--- config.mk ---
export PLATFORM = sky130hd
export DESIGN_NAME = link_port
export DESIGN_NICKNAME = d
export VERILOG_FILES = /design/src/rtl/link_port_pkg.sv /design/src/rtl/link_rst_sync.sv /design/src/rtl/link_drive_reg.sv /design/src/rtl/link_sync.sv /design/src/rtl/link_edge_flags.sv /design/src/rtl/link_port.sv
export SDC_FILE = /design/constraint.sdc
export NUM_CORES = 1
export LEC_CHECK = 0
export ABC_CLOCK_PERIOD_IN_PS = 950
export BUFFER_PORTS_ARGS = -buffer_cell sky130_fd_sc_hd__buf_2
export CAP_MARGIN = 30
export CORE_AREA = 2 2 41 43
export CTS_BUF_LIST = sky130_fd_sc_hd__clkbuf_16
export DETAILED_ROUTE_END_ITERATION = 10
export DIE_AREA = 0 0 43 45
export GPL_TIMING_DRIVEN = 0
export PLACE_DENSITY = 0.61
export RECOVER_POWER = 25
export SETUP_SLACK_MARGIN = 0.05
export SYNTH_ARGS = -nofsm -noshare
export SYNTH_HDL_FRONTEND = slang
export SYNTH_HIERARCHICAL = 1
export SYNTH_SLANG_ARGS = --single-unit
export TNS_END_PERCENT = 100
--- constraint.sdc ---
create_clock -name clk -period 0.95 [get_ports clk]
set_clock_uncertainty 0.05 [all_clocks]
set_input_delay 0.19 -clock clk [delete_from_list [all_inputs] [get_ports clk]]
set_output_delay 0.19 -clock clk [all_outputs]
set_load 0.005 [all_outputs]
--- src/rtl/link_port_pkg.sv ---
package link_port_pkg;
  localparam int unsigned PORT_W_DEF = 8;
  localparam int unsigned LINES_DEF  = 2;
  localparam int unsigned SYNC_DEF   = 2;

  // Field layout derived from the line count
  function automatic int unsigned flag_lsb(input int unsigned lines);
    return lines;
  endfunction

  function automatic int unsigned level_lsb(input int unsigned lines);
    return 2 * lines;
  endfunction
endpackage

--- src/rtl/link_rst_sync.sv ---
module link_rst_sync (
  input  logic clk,
  input  logic rst_n,
  output logic rst_core_n
);
  logic [1:0] stage_q;

  always_ff @(posedge clk or negedge rst_n) begin
    if (!rst_n) stage_q <= 2'b00;
    else        stage_q <= {stage_q[0], 1'b1};
  end

  assign rst_core_n = stage_q[1];
endmodule

--- src/rtl/link_drive_reg.sv ---
module link_drive_reg #(
  parameter int unsigned W = 2
) (
  input  logic         clk,
  input  logic         rst_n,
  input  logic         load,
  input  logic [W-1:0] load_val,
  output logic [W-1:0] drive_q
);
  logic [W-1:0] drive_d;

  always_comb begin
    drive_d = load_val;
  end

  always_ff @(posedge clk or negedge rst_n) begin
    if (!rst_n)    drive_q <= '0;
    else if (load) drive_q <= drive_d;
  end
endmodule

--- src/rtl/link_sync.sv ---
module link_sync #(
  parameter int unsigned W     = 2,
  parameter int unsigned DEPTH = 2
) (
  input  logic         clk,
  input  logic         rst_n,
  input  logic [W-1:0] async_in,
  output logic [W-1:0] sync_out
);
  logic [W-1:0] chain_q [DEPTH];

  for (genvar s = 0; s < DEPTH; s++) begin : g_stage
    logic [W-1:0] stage_d;
    if (s == 0) begin : g_first
      always_comb stage_d = async_in;
    end else begin : g_next
      always_comb stage_d = chain_q[s-1];
    end
    // Released wires read high, so reset to all ones
    always_ff @(posedge clk or negedge rst_n) begin
      if (!rst_n) chain_q[s] <= '1;
      else        chain_q[s] <= stage_d;
    end
  end

  assign sync_out = chain_q[DEPTH-1];
endmodule

--- src/rtl/link_edge_flags.sv ---
module link_edge_flags #(
  parameter int unsigned W = 2
) (
  input  logic         clk,
  input  logic         rst_n,
  input  logic [W-1:0] level,
  input  logic         clr,
  output logic [W-1:0] flag_q
);
  logic [W-1:0] prev_q;
  logic [W-1:0] prev_d;
  logic [W-1:0] flag_d;

  for (genvar i = 0; i < W; i++) begin : g_line
    always_comb begin
      prev_d[i] = level[i];
      // A detected change wins over a clear on the same edge
      flag_d[i] = (flag_q[i] & ~clr) | (level[i] ^ prev_q[i]);
    end
  end

  always_ff @(posedge clk or negedge rst_n) begin
    if (!rst_n) begin
      prev_q <= '1;
      flag_q <= '0;
    end else begin
      prev_q <= prev_d;
      flag_q <= flag_d;
    end
  end
endmodule

--- src/rtl/link_port.sv ---
module link_port
  import link_port_pkg::*;
#(
  parameter int unsigned PORT_W     = PORT_W_DEF,
  parameter int unsigned LINES      = LINES_DEF,
  parameter int unsigned SYNC_DEPTH = SYNC_DEF
) (
  input  logic              clk,
  input  logic              rst_n,
  input  logic              wr_en,
  input  logic [PORT_W-1:0] wr_data,
  output logic [PORT_W-1:0] rd_data,
  input  logic [LINES-1:0]  peer_pull,
  output logic [LINES-1:0]  line_drive,
  output logic [LINES-1:0]  wire_level
);
  localparam int unsigned FLAG_LSB  = flag_lsb(LINES);
  localparam int unsigned LEVEL_LSB = level_lsb(LINES);
  localparam int unsigned CLR_BIT   = PORT_W - 1;

  logic             rst_core_n;
  logic [LINES-1:0] level_s;
  logic [LINES-1:0] flags;
  logic             flag_clr;
  logic             wr_unused;

  link_rst_sync u_rst (
    .clk        (clk),
    .rst_n      (rst_n),
    .rst_core_n (rst_core_n)
  );

  link_drive_reg #(.W(LINES)) u_drive (
    .clk      (clk),
    .rst_n    (rst_core_n),
    .load     (wr_en),
    .load_val (wr_data[LINES-1:0]),
    .drive_q  (line_drive)
  );

  // Wired-AND: low when either end pulls down
  always_comb begin
    wire_level = ~(line_drive | peer_pull);
  end

  link_sync #(.W(LINES), .DEPTH(SYNC_DEPTH)) u_sync (
    .clk      (clk),
    .rst_n    (rst_core_n),
    .async_in (wire_level),
    .sync_out (level_s)
  );

  always_comb begin
    flag_clr = wr_en & wr_data[CLR_BIT];
  end

  link_edge_flags #(.W(LINES)) u_flags (
    .clk    (clk),
    .rst_n  (rst_core_n),
    .level  (level_s),
    .clr    (flag_clr),
    .flag_q (flags)
  );

  always_comb begin
    rd_data                      = '0;
    rd_data[LINES-1:0]           = line_drive;
    rd_data[FLAG_LSB +: LINES]   = flags;
    rd_data[LEVEL_LSB +: LINES]  = level_s;
  end

  assign wr_unused = ^wr_data[CLR_BIT-1:LINES];
endmodule

Yosys cells after proc, flatten, opt, wreduce, memory -nomap -nowiden
Cells that the tools add are included.
{ "totals": {"wordCells": 16, "reg_bits": 12} }
{ "op_classes": {"bitwise": 10} }
{ "ops": {"columns": ["op", "n"], "rows": [
  ["1-bit AND", 3],
  ["2-bit NOT", 1],
  ["1-bit OR", 2],
  ["2-bit OR", 1],
  ["1-bit bitwise XOR", 2],
  ["1-bit NOT", 1]
]} }

Logic depth before layout (Yosys ltp)
Gate-level depths: netlist of the first run.
{ "depth": {"depth_word": 4, "depth_mapped": 2, "ltp_nobuf": 2} }

Modules after synthesis
Netlist of the first run, hierarchy kept.
{ "by_module_without_submodules": {"columns": ["mod", "instances", "seq_area_each_um2", "cells_each", "area_per_inst_um2"], "rows": [
  ["link_edge_flags", 1, 102.6, 10, 137.6],
  ["link_sync", 1, 105.1, 4, 105.1],
  ["link_drive_reg", 1, 50.0, 4, 72.6],
  ["link_rst_sync", 1, 50.0, 3, 53.8],
  ["link_port", 1, 0.0, 8, 47.5]
]} }

Least setup slack after synthesis of the first run
No wires, ideal clock.
{ "synth_timing": {"kind": "reg2reg", "start": "register u_sync.chain_q, in the netlist u_sync/sync_out[0]", "end": "register u_flags.flag_q[0]", "arrival_time_ps": 702, "setup_ps": 124, "synth_period_minus_slack_ps": 877, "path_stages_with_launch": 3, "setup_slack_ps": 73, "n_path_buf": 0, "path_cell_list": "dfstp_2 xnor2_1 o21ai_1"} }
{ "synth_via": {"elab_chain_len": 2} }
{ "synth_lines": {"columns": ["item", "line", "rtl"], "rows": [
  ["from (decl)", "link_sync.sv:10", "logic [W-1:0] chain_q [DEPTH];"],
  ["from (signal, indexed assignment)", "link_sync.sv:22", "else chain_q[s] <= stage_d;"],
  ["1-bit bitwise XOR", "link_edge_flags.sv:18", "flag_d[i] = (flag_q[i] & ~clr) | (level[i] ^ prev_q[i]);"],
  ["1-bit OR", "link_edge_flags.sv:18", null],
  ["net u_flags.flag_d[0]", "link_edge_flags.sv:12", "logic [W-1:0] flag_d;"],
  ["to (signal assigned)", "link_edge_flags.sv:28", "flag_q <= flag_d;"],
  ["to (decl)", "link_edge_flags.sv:8", "output logic [W-1:0] flag_q"]
]} }
The timed path passes the listed nets, and every way through them passes these cells.
A chain may end at the register's enable or synchronous reset.

Final worst setup path of the first run
{ "layout_timing": {"start": "register u_drive.drive_q[1]", "end": "output rd_data[1]"} }
{ "layout_rtl": {"columns": ["item", "line", "rtl"], "rows": [
  ["from (decl)", "link_drive_reg.sv:8", "output logic [W-1:0] drive_q"],
  ["from (signal assigned)", "link_drive_reg.sv:18", "else if (load) drive_q <= drive_d;"],
  ["to (decl)", "link_port.sv:12", "output logic [PORT_W-1:0] rd_data,"]
]} }
No word-level cell between the ends.

==> results of run 1 <==
-- sequential cells by signal, summed over array words and instances, names as in the netlist --
register,flops
u_drive/drive_q,2
u_flags/flag_q,2
u_flags/prev_q,2
u_rst/stage_q,2
u_sync/g_stage.stage_d,2
u_sync/sync_out,2
-- stage by stage --
step / worst slack (ps) / TNS, ps
finish: -189 / -1230
CTS: -189 / -1290
global route: -220 / -1630
detailed placement: 37.3 / 0
floorplan: 73.3 / 0
global placement: 60.5 / 0
-- layer usage --
layer	part of all wire, %	vias up	global-route usage (%)
met5	0	-	0
met3	14	0	2.80
li1	-	137	-
met4	0	0	7.27
met2	48	18	12.4
met1	38	125	10.5
-- critical path, delay by kind of cell, from the launching register on --
family	cells	cell delay, ps
buffers and inverters	2	250
DFF	1	410
-- final timing paths --
path / start / end / slack, ps / cells after the start
setup / recovery: u_drive/drive_q[1] / rd_data[1] / -190 / 2
hold / removal: peer_pull[0] / u_sync/g_stage[1].stage_d[0] / 30 / 2
setup reg to reg: u_sync/sync_out[0] / u_flags/flag_q[0] / -30 / 3
hold reg to reg: u_rst/stage_q[1] / u_drive/drive_q[1] / 100 / 0
max in group asynchronous: u_rst/stage_q[1] / u_sync/sync_out[1] / 440 / 0
min in group asynchronous: u_rst/stage_q[1] / u_drive/drive_q[1] / 100 / 0
-- logic make-up (layout without fill, tap and decap cells) --
logic type | count (synthesis) | after routing | share of synthesized area, %
XOR/XNOR | 2 | 2 | 4.20
other | 2 | 3 | 1.80
multiplexers | 2 | 2 | 5.41
flip-flops | 12 | 12 | 73.9
AND/OR/NAND/NOR | 3 | 3 | 3.30
AO/OA/AOI/OAI | 2 | 2 | 2.40
buffers and inverters | 6 | 32 | 9.01
-- area by class of cell --
cell class              instances  area, um2  area share (%)
plain buffers                   4       30.0            4.36
clock buffers                   3       75.1            10.9
clock inverters                 1       3.75           0.544
inverters                       2       7.51            1.09
multi-input cells              12       95.1            13.8
flip-flops and latches         12        308            44.6
well taps                      16       20.0            2.90
repair buffers                 22        150            21.8
-- layout by cell type, fill, tap and decap left out --
cell type and n:
buf_2 13, buf_4 6, dfrtp_1 6, dfstp_2 6, buf_6 5, conb_1 3, clkbuf_16 3, nor2_2 2
mux2_2 2, inv_1 2, xnor2_2 2, o21ai_1 2, and2_1 1, clkinv_1 1, dlygate4sd3_1 1, clkbuf_1 1
-- power groups by stage --
stage / registers [mW] / logic [mW] / clock network [mW]
floorplan: 0.614 / 0.0588 / 0
global placement: 0.613 / 0.125 / 0
detailed placement: 0.615 / 0.127 / 0
CTS: 0.610 / 0.174 / 0.762
global route: 0.619 / 0.200 / 0.803
finish: 0.611 / 0.182 / 0.742
-- timing repair --
action,4_1_cts,5_1_grt
gates cloned,0,0
hold endpoints to repair,2,0
hold buffers,1,0
buffers inserted,3,1
resized for setup,6,3
endpoints found under the setup margin,12,12
==> out/results.ini, run 1 <==
[outcome]
run_status=finished with violations
violations=setup timing

[sta]
setup_slack_ps=-189
clock.fmax_mhz=878
layout_min_cycle_time_ps=1140
post-route-period-util_pct=120
rsz0062_at_grt=yes
finalHoldViolations=0
drv_slew=0
hold-worst-slack_ps=28.7
setup_viol=12

[global_route]
grt_start_max_net_pins=11
first_global_vias=279
global_route.usage.total_pct=8.64
grt_pass1_wl_mm=1.16
antenna_found_initial=0
gr-total-overflow=0

[final_layout]
final_cell_area_um2=689
diodes=0
final_core_util_pct=46.9
fill_cells=152
drive_gt1_share_pct=69.6
area.growth.synth_to_final_pct=65.5
fin_nets=70
fin_cells=72

[clock_tree]
cts-root-buf=clkbuf_16
clkSinkCount=12
h-tree-depth=1
clk-insertion-delay-late_ps=230
cts_buffer_depth=2
cts_tree=yes
cts.clk_slew.worst_paths_ps=40
cts-buffers-inserted=3

[synthesis]
syn-cell-area_um2=417
synth_commonest_cells=dfrtp_1, dfstp_2, buf_4
synthTopCellsByArea=dfstp_2, dfrtp_1, buf_4, mux2_2, xnor2_1
syn_avg_cell_area_um2=14.4
synth_top_area_cell=dfstp_2
ys_ff_latch=12
synthArstFlopShare_pct=100
synth_edf_count=0
yosys_warnings=6
synth_top_area_share_pct=37.8
syn_inst=29
ys_seq_area_share_pct=73.9
synth.distinct_cells=10
synthFlopType=dfstp_2

[critical_path]
cp_slowest_cell=dfrtp_1
crit_type=flop to output port
required_ps=710
slowest_delay_ps=410
cp.arrival_ps=900
cp-end-kind=output port
crit_chain=buf_4 -> buf_6
crit_fanout=4
start_kind=flop

[die]
start_util_pct=28.3
core_region_area_mm2=0.00147
rows=14
pin_count=25
die_area_mm2=0.00194
die_y_um=45
die_w_um=43

[route]
routed_wl_um=695
vias_per_cell=3.89
drtPass1Iterations=1
initialDrtViolationCount=0
via_count=280
drc_errors=0
antenna_left=0
wl_per_cell_um=9.65

[power_and_ir_drop]
p_comb_share_pct=11.9
switchingPower_uw=287
powerDensity_mw_per_mm2=2230
power_mw=1.54
leakagePower_nw=0.339
switching_share_pct=18.7
seqPwrFrac_pct=39.8
worst_ir_drop_vdd_uv=1420
intPower_mw=1.25
clock_power_share_pct=48.3

[placed_design]
post-dp-hpwl_um=463
routabilityCongestion=0.595
place_area_um2=526
io_buffer_count=17
dp.cells=63

[flow_run]
maxCapViolCount=0

[worst_hold_path]
hp-class=input port to flop

Power figures use the tool's default switching activity.
==> run 2, diff against run 1 <==
- ABC_AREA: default -> 1
- CORE_AREA: 2 2 41 43 -> 2 2 42 44
- DIE_AREA: 0 0 43 45 -> 0 0 44 46
- PLACE_DENSITY: 0.61 -> 0.6
- SYNTH_HIERARCHICAL: 1 -> default
==> run 2 against run 1 <==
Net effect:
- the run still ends with setup timing left
- first-iteration DRC count up 1
- die area up 4.6%
- sequential share of layout area decreased by 2.5 points
- largest cell class unchanged
==> out/results.ini, run 2 <==
[clock_tree]
cts.clk_slew.worst_paths_ps=40
cts_buffer_depth=2
cts-root-buf=clkbuf_16
h-tree-depth=1
clkSinkCount=12
cts_tree=yes
clk-insertion-delay-late_ps=240
cts-buffers-inserted=3

[critical_path]
reg2reg_to=u_flags.flag_q[1]
crit_chain=buf_2
crit_fanout=2
worstReg2RegStart=u_sync.sync_out[1]
reg2reg_slack_ps=10
path_delay_family=flip-flops
slowest_delay_ps=540
cp-endpoint=rd_data[4]
cp_slowest_cell=dfstp_2
worst-path-buf-inv=1
startpoint=u_sync.sync_out[0]
crit_type=flop to output port
start_kind=flop
required_ps=710
cp.arrival_ps=880
worst_r2r_path_depth=5
cp.depth=1
cp-end-kind=output port

[outcome]
run_status=finished with violations
violations=setup timing

[route]
drc_errors=0
drtPass1Iterations=2
routed_wl_um=827
vias_per_cell=3.82
antenna_left=0
initialDrtViolationCount=1
wl_per_cell_um=9.40
via_count=336

[global_route]
first_global_vias=339
gr-total-overflow=0
grt_pass1_wl_mm=1.34
global_route.usage.total_pct=9.46
antenna_found_initial=0
grt_start_max_net_pins=11

[synthesis]
synth_top_area_share_pct=36.1
syn_inst=41
ys_ff_latch=12
synth.distinct_cells=9
syn-cell-area_um2=437
synthArstFlopShare_pct=100
syn_avg_cell_area_um2=10.7
synth_commonest_cells=nand2_1, dfrtp_1, dfstp_2, inv_1, buf_4
synth_top_area_cell=dfstp_2
synthFlopType=dfstp_2
yosysMostFrequentCell=nand2_1
synth_edf_count=0
yosys_warnings=0
synthTopCellsByArea=dfstp_2, dfrtp_1, nand2_1, buf_4, inv_1
ys_seq_area_share_pct=70.5

[final_layout]
area.growth.synth_to_final_pct=67.3
final_cell_mix=buf_2, nand2_1, buf_6, buf_4
fin_cells=88
layout_commonest_cell=buf_2
diodes=0
fill_cells=166
fin_nets=85
drive_gt1_share_pct=57.7

[worst_hold_path]
hp-class=input port to flop

[placed_design]
post-dp-hpwl_um=510
routabilityCongestion=0.588
io_buffer_count=17
dp.cells=76

[sta]
finalHoldViolations=0
setup_viol=10
rsz0062_at_grt=yes
clock.fmax_mhz=891
drv_slew=0
setup_slack_ps=-173
setup_tns_ps=-1190
post-route-period-util_pct=118
layout_min_cycle_time_ps=1120

[power_and_ir_drop]
leakagePower_nw=0.380
worst_ir_drop_vdd_uv=933
powerDensity_mw_per_mm2=2120

[flow_run]
maxCapViolCount=0

[die]
start_util_pct=27.1
die_area_mm2=0.00202
die_y_um=46
rows=15
core_region_area_mm2=0.00161
pin_count=25
die_w_um=44

[run 2: cell types whose count changed after synthesis]
cell / before / now
xnor2_1: 2 / 0
o21ai_1: 2 / 0
mux2_2: 2 / 0
and2_1: 1 / 0
nand2_1: 0 / 12
inv_1: 2 / 6
o21ai_0: 0 / 2
nand2_2: 0 / 1
[run 2: worst register-to-register path, cell delays in order, from the launching register on]
cell and delay, ps:
dfstp_2 540, buf_6 100, inv_1 30, nand2_1 60, nand2_1 50, nand2_1 50
[run 2: cells by family after synthesis]
family	synth area share (%)
flip-flops	70.5
AND/OR/NAND/NOR	13.5
buffers and inverters	12.0
other	1.72
AO/OA/AOI/OAI	2.29
[run 2: cell type report]
class | count | area [um2] | share of cell area [%]
buffer | 4 | 37.5 | 5.14
timing repair buffer | 25 | 173 | 23.6
tap | 17 | 21.3 | 2.91
multi-input combinational | 20 | 90.1 | 12.3
inverter | 6 | 22.5 | 3.08
sequential | 12 | 308 | 42.1
clock buffer | 3 | 75.1 | 10.3
clock inverter | 1 | 3.75 | 0.514
[run 2: stage by stage]
step | instance area (um2) | total power, mW | hold slack (ps) | setup slack, ps | utilization (%)
after CTS | 706 | 1.55 | 20.6 | -181 | 43.7
final | 731 | 1.55 | 26.1 | -173 | 45.3
after detailed placement | 547 | 0.725 | -69.5 | 42.6 | 33.9
after global placement | 547 | 0.720 | -73.1 | 50.5 | 33.9
after floorplan | 440 | 0.659 | -156 | 113 | -
after global routing | 731 | 1.63 | 44.1 | -225 | 45.3
[run 2: where the power goes]
part / switching [mW] / leakage, nW / internal, mW
combinational: 0.0690 / 0.211 / 0.123
sequential: 0.0335 / 0.131 / 0.569
clock: 0.202 / 0.0385 / 0.552
total: 0.305 / 0.380 / 1.24
[run 2: repair_timing]
| item | CTS | global route |
|---|---|---|
| hold buffers | 1 | 0 |
| endpoints found under the setup margin | 10 | 13 |
| pin swaps | 2 | 0 |
| buffers inserted | 6 | 1 |
| resized for setup | 6 | 6 |
| endpoints found under the hold margin | 2 | 0 |
[run 2: layer usage]
layer	GRT usage, %	vias to the layer above	part of all wire (%)
met1	9.68	151	36
met2	17.1	13	55
met4	7.27	0	1.9
met3	1.59	2	7.0
met5	0	-	0
li1	-	170	-
[run 2: how the worst min path moves through the flow]
stage                 startpoint                           end  slack [ps]  cells after the start
floorplan                  rst_n              u_rst.stage_q[0]        -160                      0
global placement           rst_n              u_rst.stage_q[1]         -70                      1
detailed placement         rst_n              u_rst.stage_q[1]         -70                      1
CTS                 peer_pull[0]  u_sync.g_stage[1].stage_d[0]          20                      2
global route        peer_pull[0]  u_sync.g_stage[1].stage_d[0]          40                      2
finish              peer_pull[0]  u_sync.g_stage[1].stage_d[0]          30                      2
==> run 3, diff against run 2 <==
- CAP_MARGIN: 30 -> 40
- CTS_CLUSTER_DIAMETER: default -> 60
- SYNTH_HIERARCHICAL: default -> 1
==> run 3 against run 2 <==
Net effect:
- the run still ends with setup timing left
- worst setup slack worse by 13 ps
- largest cell class unchanged
- worst hold slack gained 73 ps
- register-to-register slack is essentially flat
- maximum frequency is 1.2% lower
- critical path type unchanged
- final cell count rose by 1.1%
- cell area shrank 0.86%
- die area unchanged
==> out/results.ini, run 3 <==
[route]
drtPass1Iterations=1
via_count=328
vias_per_cell=3.69
drc_errors=0
routed_wl_um=834
initialDrtViolationCount=0
antenna_left=0
wl_per_cell_um=9.37

[clock_tree]
clk-insertion-delay-late_ps=230
cts.clk_slew.worst_paths_ps=40
cts-buffers-inserted=3
h-tree-depth=1
clkSinkCount=12
cts_tree=yes
cts_buffer_depth=2
cts-root-buf=clkbuf_16

[die]
die_w_um=44
die_area_mm2=0.00202
pin_count=25
core_region_area_mm2=0.00161
die_y_um=46
rows=15
start_util_pct=27.1

[sta]
clock.fmax_mhz=880
setup_slack_ps=-186
rsz0062_at_grt=yes
post-route-period-util_pct=120
setup_tns_ps=-1190
finalHoldViolations=0
layout_min_cycle_time_ps=1140
setup_viol=10
drv_slew=0

[synthesis]
synth_top_area_cell=dfstp_2
synth_adder_area_share_pct=0
yosysMostFrequentCell=nand2_1
synthArstFlopShare_pct=100
synth_top_family_by_area=simple AND/OR/NAND/NOR gates
synth_commonest_cells=nand2_1, inv_1, dfrtp_1, dfstp_2, buf_4
yosys_warnings=6
ys_ff_latch=12
syn_avg_cell_area_um2=10.4
synthFlopType=dfstp_2
synth-simple-area-share_pct=15.1
synth.distinct_cells=8
syn-cell-area_um2=438
syn_inst=42
yosys-mux-area-fraction_pct=0
synth-xor-area-share_pct=0
synth_top_area_share_pct=36.0
ys_seq_area_share_pct=70.3
synth_edf_count=0
synth_compound_area_share_pct=0
synthTopCellsByArea=dfstp_2, dfrtp_1, nand2_1, buf_4, inv_1

[final_layout]
drive_gt1_share_pct=56.9
final_cell_mix=buf_2, nand2_1, buf_4
fill_cells=166
fin_cells=89
diodes=0
fin_nets=87
area.growth.synth_to_final_pct=65.4
layout_commonest_cell=buf_2

[global_route]
gr-total-overflow=0
antenna_found_initial=0
global_route.usage.total_pct=9.52
use_met3_pct=3.57
first_global_vias=308
grt_start_max_net_pins=11
grt_pass1_wl_mm=1.25
grt.met2_usage_pct=14.4
grt_use_met1_pct=10.1
grt.busiest_layer=met2

[critical_path]
crit_chain=nor2_2 -> buf_2
reg2reg_to=u_flags/flag_q[0]
cp.arrival_ps=900
worst-path-buf-inv=1
reg2reg_slack_ps=20
cp_slowest_cell=dfrtp_1
worstReg2RegStart=u_sync/sync_out[0]
cp-end-kind=output port
crit_fanout=4
start_kind=flop
path_delay_family=flip-flops
required_ps=710
worst_r2r_path_depth=4
slowest_delay_ps=420
crit_type=flop to output port

[worst_hold_path]
hp-class=flop to asynchronous set/reset pin

[placed_design]
io_buffer_count=17
post-place-ws_ps=55.8
post-dp-hpwl_um=543
dp.cells=77
routabilityCongestion=0.697

[power_and_ir_drop]
leakagePower_nw=0.390
powerDensity_mw_per_mm2=2100
worst_ir_drop_vdd_uv=776
power_mw=1.52

[outcome]
run_status=finished with violations
violations=setup timing

[flow_run]
maxCapViolCount=0

==> run 3: cell count changes after synthesis, sizes merged <==
cell   before  now
nand3       0    2
o21ai       2    0
inv         6    7
==> run 3: through the flow <==
stage	utilization, %	hold slack, ps	instance area [um2]
after global placement	34.0	-72.8	548
after global routing	44.9	116	724
after detailed placement	34.0	-68.8	548
after CTS	43.3	24.9	698
final	44.9	99.6	724
after floorplan	-	-156	442
==> run 3: worst max-delay path by stage <==
stage / from / end / slack [ps] / cells after the start
6_report: u_drive/drive_q[1] / wire_level[1] / -190 / 2
5_1_grt: u_drive/drive_q[1] / wire_level[1] / -230 / 2
4_1_cts: u_drive/drive_q[1] / wire_level[1] / -200 / 2
3_5_place_dp: u_drive/drive_q[1] / wire_level[1] / 60 / 2
3_3_place_gp: u_drive/drive_q[0] / wire_level[0] / 60 / 2
2_1_floorplan: u_sync/sync_out[0] / u_flags/flag_q[0] / 120 / 3
==> run 3: cell type report <==
class / count / area (um2) / share of cell area (%)
Clock buffer: 3 / 75.1 / 10.4
Inverter: 7 / 26.3 / 3.63
Tap cell: 17 / 21.3 / 2.94
Timing Repair Buffer: 26 / 178 / 24.5
Multi-Input combinational cell: 20 / 82.6 / 11.4
Buffer: 4 / 33.8 / 4.66
Sequential cell: 12 / 308 / 42.5
==> run 3: layer usage <==
layer / wire [um] / part of all wire, % / up-vias
met4: 0 / 0 / 0
li1: - / - / 173
met2: 424 / 51 / 11
met5: 0 / 0 / -
met3: 51 / 6.1 / 0
met1: 359 / 43 / 144
==> run 3: logic make-up (layout without fill, tap and decap cells) <==
family / after synthesis / in the layout
buffers and inverters: 11 / 40
flip-flops: 12 / 12
AND/OR/NAND/NOR: 17 / 17
other: 2 / 3
==> run 3: power by group <==
part	switching [mW]	total (mW)	internal [mW]
clock network	0.184	0.728	0.545
registers	0.0319	0.603	0.571
logic	0.0698	0.187	0.117
total	0.285	1.52	1.23
==> run 3: repair_timing <==
action                                 in CTS  in global routing
endpoints found under the hold margin       2                  0
setup buffers                               6                  4
pin swaps                                   1                  1
setup endpoints to repair                  10                 13
gates resized for setup                     4                  7
hold buffers                                1                  0
